===== src/rtl/cascade_sum_cond_pkg.sv =====
// Package: shared decode for the sum conditioner.
// Assumes: flags are active high; clear outranks invert.
package cascade_sum_cond_pkg;

    typedef enum logic [1:0] {
        ACT_PASS  = 2'd0,
        ACT_CLEAR = 2'd1,
        ACT_NEG   = 2'd2
    } cond_act_e;

    // Map the two delayed flags onto a single action, clear first.
    function automatic cond_act_e decode_act(input logic clr, input logic inv);
        if (clr)
            return ACT_CLEAR;
        else if (inv)
            return ACT_NEG;
        else
            return ACT_PASS;
    endfunction

endpackage


===== src/rtl/sum_trunc.sv =====
// Module: sum_trunc
// Keeps the OUT_W most significant bits of a SUM_W-bit sum and drops the
// rest without rounding. Assumes SUM_W >= OUT_W.
module sum_trunc #(
    parameter int SUM_W = 24,
    parameter int OUT_W = 16
) (
    input  logic [SUM_W-1:0] wide_sum,
    output logic [OUT_W-1:0] narrow_sum
);

    localparam int DROP_W = SUM_W - OUT_W;

    // Slice off the upper bits.
    always_comb narrow_sum = wide_sum[SUM_W-1 -: OUT_W];

    generate
        if (DROP_W > 0) begin : g_drop
            logic unused_low_bits;
            // Discarded fraction bits are intentionally left unused.
            always_comb unused_low_bits = ^wide_sum[DROP_W-1:0];
        end
    endgenerate

endmodule


===== src/rtl/tap_delay.sv =====
// Module: tap_delay
// Shift line of 2**DLY_W registers that always advances; the output is the
// stage chosen by sel, so sel = 0 gives one register stage. Synchronous
// active-low reset clears every stage. Assumes sel is held steady while
// results are being consumed.
module tap_delay #(
    parameter int W     = 18,
    parameter int DLY_W = 3
) (
    input  logic             clk,
    input  logic             rst_n,
    input  logic [W-1:0]     d_in,
    input  logic [DLY_W-1:0] sel,
    output logic [W-1:0]     d_out
);

    localparam int NSTG = 1 << DLY_W;

    logic [W-1:0] stg [NSTG];

    // First stage captures the incoming word.
    always_ff @(posedge clk) begin
        if (!rst_n)
            stg[0] <= '0;
        else
            stg[0] <= d_in;
    end

    generate
        for (genvar i = 1; i < NSTG; i++) begin : g_stage
            // Each later stage copies its predecessor every cycle.
            always_ff @(posedge clk) begin
                if (!rst_n)
                    stg[i] <= '0;
                else
                    stg[i] <= stg[i-1];
            end
        end
    endgenerate

    // Select the programmed tap.
    always_comb d_out = stg[sel];

endmodule


===== src/rtl/sum_apply.sv =====
// Module: sum_apply
// Applies the delayed clear / invert flags to the delayed sample. Negation of
// the most negative value saturates to the largest positive value.
// Combinational; clk and rst_n only clock the local checks.
module sum_apply #(
    parameter int OUT_W = 16
) (
    input  logic             clk,
    input  logic             rst_n,
    input  logic [OUT_W-1:0] val,
    input  logic             clr,
    input  logic             inv,
    output logic [OUT_W-1:0] res
);
    import cascade_sum_cond_pkg::*;

    localparam logic [OUT_W-1:0] MOST_NEG = {1'b1, {(OUT_W-1){1'b0}}};
    localparam logic [OUT_W-1:0] MOST_POS = {1'b0, {(OUT_W-1){1'b1}}};

    cond_act_e act;

    // Resolve flag priority.
    always_comb act = decode_act(clr, inv);

    // Produce the conditioned result.
    always_comb begin
        unique case (act)
            ACT_CLEAR: res = '0;
            ACT_NEG:   res = (val == MOST_NEG) ? MOST_POS : (~val + 1'b1);
            default:   res = val;
        endcase
    end


    clear_force_chk: assert property (@(posedge clk) disable iff (!rst_n)
        clr |-> res == '0);


    neg_sum_chk: assert property (@(posedge clk) disable iff (!rst_n)
        (inv && !clr && val != MOST_NEG) |-> (res + val) == '0);


    clear_prio_chk: assert property (@(posedge clk) disable iff (!rst_n)
        (clr && inv) |-> res == '0);


    neg_sat_chk: assert property (@(posedge clk) disable iff (!rst_n)
        (inv && !clr && val == MOST_NEG) |-> res == MOST_POS);

endmodule


===== src/rtl/cascade_sum_cond.sv =====
// Module: cascade_sum_cond (top)
// Truncates the adder-tree sum, delays it together with its clear / invert
// flags by dly_sel+1 cycles, then applies the flags at the tap output.
// Assumes dly_sel is static while aligned results are needed.
module cascade_sum_cond #(
    parameter int SUM_W = 24,
    parameter int OUT_W = 16,
    parameter int DLY_W = 3
) (
    input  logic             clk,
    input  logic             rst_n,
    input  logic [SUM_W-1:0] sum_in,
    input  logic             clear_in,
    input  logic             invert_in,
    input  logic [DLY_W-1:0] dly_sel,
    output logic [OUT_W-1:0] sum_out
);

    localparam int LINE_W = OUT_W + 2;

    logic [OUT_W-1:0]  trunc_val;
    logic [LINE_W-1:0] line_in;
    logic [LINE_W-1:0] line_out;

    sum_trunc #(.SUM_W(SUM_W), .OUT_W(OUT_W)) u_trunc (
        .wide_sum   (sum_in),
        .narrow_sum (trunc_val)
    );

    // Bundle the flags with the sample so they travel together.
    always_comb line_in = {clear_in, invert_in, trunc_val};

    tap_delay #(.W(LINE_W), .DLY_W(DLY_W)) u_delay (
        .clk   (clk),
        .rst_n (rst_n),
        .d_in  (line_in),
        .sel   (dly_sel),
        .d_out (line_out)
    );

    sum_apply #(.OUT_W(OUT_W)) u_apply (
        .clk   (clk),
        .rst_n (rst_n),
        .val   (line_out[OUT_W-1:0]),
        .clr   (line_out[OUT_W+1]),
        .inv   (line_out[OUT_W]),
        .res   (sum_out)
    );


    reset_clear_chk: assert property (@(posedge clk)
        !rst_n |=> sum_out == '0);

    // R4 (also R2: only the top bits reach the output)
    trunc_pass_chk: assert property (@(posedge clk) disable iff (!rst_n)
        ($past(rst_n) && dly_sel == '0 && $past(dly_sel) == '0
         && !$past(clear_in) && !$past(invert_in))
        |-> sum_out == $past(sum_in[SUM_W-1 -: OUT_W]));

endmodule


===== config.mk =====
export PLATFORM = sky130hd
export DESIGN_NAME = cascade_sum_cond
export DESIGN_NICKNAME = d
export VERILOG_FILES = /design/src/rtl/cascade_sum_cond_pkg.sv /design/src/rtl/sum_trunc.sv /design/src/rtl/tap_delay.sv /design/src/rtl/sum_apply.sv /design/src/rtl/cascade_sum_cond.sv
export SDC_FILE = /design/constraint.sdc
export NUM_CORES = 1
export LEC_CHECK = 0
export BUFFER_PORTS_ARGS = -buffer_cell sky130_fd_sc_hd__buf_2
export CAP_MARGIN = 0
export CELL_PAD_IN_SITES_DETAIL_PLACEMENT = 1
export CELL_PAD_IN_SITES_GLOBAL_PLACEMENT = 2
export CORE_MARGIN = 2
export CORE_UTILIZATION = 41
export DETAILED_ROUTE_END_ITERATION = 16
export PLACE_DENSITY = 0.85
export SLEW_MARGIN = 10
export SYNTH_ARGS = -nofsm -noshare
export SYNTH_HDL_FRONTEND = slang
export SYNTH_HIERARCHICAL = 1
export SYNTH_SLANG_ARGS = --single-unit

===== constraint.sdc =====
create_clock -name clk -period 4.9 [get_ports clk]
set_input_delay 0.735 -clock clk [delete_from_list [all_inputs] [get_ports clk]]
set_output_delay 0.735 -clock clk [all_outputs]
set_load 0.02 [all_outputs]

==> flow_summary.yaml <==
finish:
  layout-drive-gt1-share_pct: 20.7
  reg_top3: "u_delay/stg (144)"
  layout.nets: 506
  syn2layout_area_growth_pct: 15.2
  final_cells: 667
  final_cell_mix: "and2_1, dfxtp_1, buf_2, mux4_1, mux2_2"
  top_register: "u_delay/stg"
  largest_reg_flops: 144
  n_antenna_cell: 0
  utilization_pct: 47.8
sta:
  maxSlewViolCount: 0
  tns_ps: 0
  worst_pin_slew_ps: 810
  clock.fmax_mhz: 216
  setup_violations: 0
  fin_hold_ws_ps: 451
  relSlewSlack_pct: 46.0
  skew_ps: 6.72
  rsz0062_at_grt: "false"
  finalHoldViolations: 0
  fin_crit_ps: 4630
  period_share_pct: 94.5
worst_setup_path:
  critical_path_class: "in2out"
  worstSetupEndpointType: "primary output"
  worstPathRequired_ps: 4160
  path_max_fanout: 7
  arrival_ps: 3900
  cp-start-kind: "input port"
job:
  maxCapViolCount: 0
global_routing:
  grt_max_degree: 85
  overflow: 0
  antenna_found_initial: 0
  grt_pass1_wl_um: 18100
  grt_util_all_layers_pct: 15.9
  grt_pass1_vias: 3429
clock_tree:
  cts_buffers: 17
  cts_sinks: 144
  htreeDepth: 4
  cts_root_buf: "clkbuf_16"
  cts_setup_buffers: 0
  clock_latency_ps: 410
  post_cts_resized: 0
  ctsHoldBuffers: 0
  cts_buffer_depth: 2
  cts_tree: "yes"
  clk_pin_slew_ps: 60
floorplan:
  row_count: 43
  die_h_um: 122
  core_region_area_mm2: 0.0137
  ios: 47
  start_util_pct: 41.5
  fp.dieW_um: 122
  die_area_mm2: 0.0149
route:
  vias: 3306
  drt_iter0_drc: 120
  drc: 0
  dr.pass1.iters: 4
  wirelength_um: 10800
  wl_per_cell_um: 16.2
  ant_nets: 0
  avgViaCountPerCell: 4.96
synth:
  yosys_warnings: 6
  synthTopCellsByArea: "dfxtp_1, mux4_1, and2_1"
  syn_area_mm2: 0.00570
  synth_nets: 491
  synth_seq_cells: 144
  syn_inst: 459
  yosysSeqAreaShare_pct: 50.6
  ys_types: 38
  synthDominantCellAreaShare_pct: 50.6
  synth_top_area_cell: "dfxtp_1"
  syn_avg_cell_area_um2: 12.4
place:
  port_buffers: 38
  gp_congestion: 0.753
  dpl.hpwl_um: 6770
  placed_cells: 635
outcome:
  status: "completed"
power:
  fin_total_pwr_mw: 2.80
  power_density_mw_per_mm2: 427
  ir_worst_vdd_mv: 0.222
  p_leak_nw: 2.88
hold_path:
  worst_hold_path_type: "reg2reg"
## path summary, 6_finish.rpt
check / startpoint / to / slack [ps] / cells past startpoint
setup / recovery: dly_sel[0] / sum_out[14] / 270 / 11
hold / removal: u_delay/stg[6][17] / u_delay/stg[7][17] / 450 / 1
setup reg to reg: u_delay/stg[0][7] / u_delay/stg[1][7] / 4310 / 1
hold reg to reg: u_delay/stg[6][17] / u_delay/stg[7][17] / 450 / 1
## through the flow
stage | setup slack, ps | cell area [µm²]
floorplan | 206 | 5700
global placement | 293 | 5890
detailed placement | 249 | 5890
CTS | 248 | 6560
global route | 68.6 | 6560
finish | 269 | 6560
## kinds of logic after synthesis
family | share of synthesized area [%]
AND/OR/NAND/NOR | 18.6
AO/OA/AOI/OAI | 3.27
XOR/XNOR | 1.54
adder cells (fa/ha/maj) | 0.220
flip-flops | 50.6
multiplexers | 20.3
buffers and inverters | 5.38
## routing by layer
metal,routed length [µm],global-route usage (%),part of all wire [%],vias to the layer above
met5,0,0,0,-
met4,164,6.03,1.5,0
met3,299,3.60,2.8,15
met2,5180,25.7,48,50
met1,5150,20.7,48,1619
li1,-,-,-,1622
## critical path, cell delays in order
cell and delay (ps):
buf_2 210, buf_4 210, mux4_1 560, mux2_2 310
inv_1 60, ha_1 150, or3b_2 480, or4_4 450
o311a_1 310, a211oi_1 200, buf_2 200
## final cells by class
| type | count | area [µm²] |
|---|---|---|
| Sequential cell | 144 | 2880 |
| Multi-Input combinational cell | 261 | 2510 |
| Tap cell | 180 | 225 |
| Inverter | 4 | 15.0 |
| Clock buffer | 18 | 429 |
| Fill cell | 1408 | 7160 |
| Timing Repair Buffer | 46 | 263 |
| Clock inverter | 14 | 239 |
## where the power goes
group / switching [mW] / leakage, nW / internal, mW
sequential: 0.0108 / 1.17 / 1.19
clock: 0.485 / 0.316 / 0.954
combinational: 0.0822 / 1.40 / 0.0718
total: 0.578 / 2.88 / 2.22
## synth_stat cells
cell type,n
mux4_1,36
nand4b_1,1
inv_1,4
a31oi_1,1
or3_1,2
nor3b_1,1
dfxtp_1,144
buf_1,3
o311a_2,1
o21ai_0,14
nor4_1,1
buf_8,1
clkbuf_2,2
o41ai_1,5
or3b_2,1
or3_2,1
nor2b_1,2
o31ai_1,4
and3_1,1
nor3_1,3
or4_4,2
xnor2_1,1
xor2_1,9
buf_6,4
mux2i_1,1
and2_1,144
nor2_1,2
buf_4,16
or4b_2,1
nand2b_1,1
ha_1,1
mux2_2,18
nand2_1,1
nand4bb_1,1
or4_1,2
a211oi_1,2
o311a_1,1
clkbuf_1,24
Power figures use the tool's default switching activity.
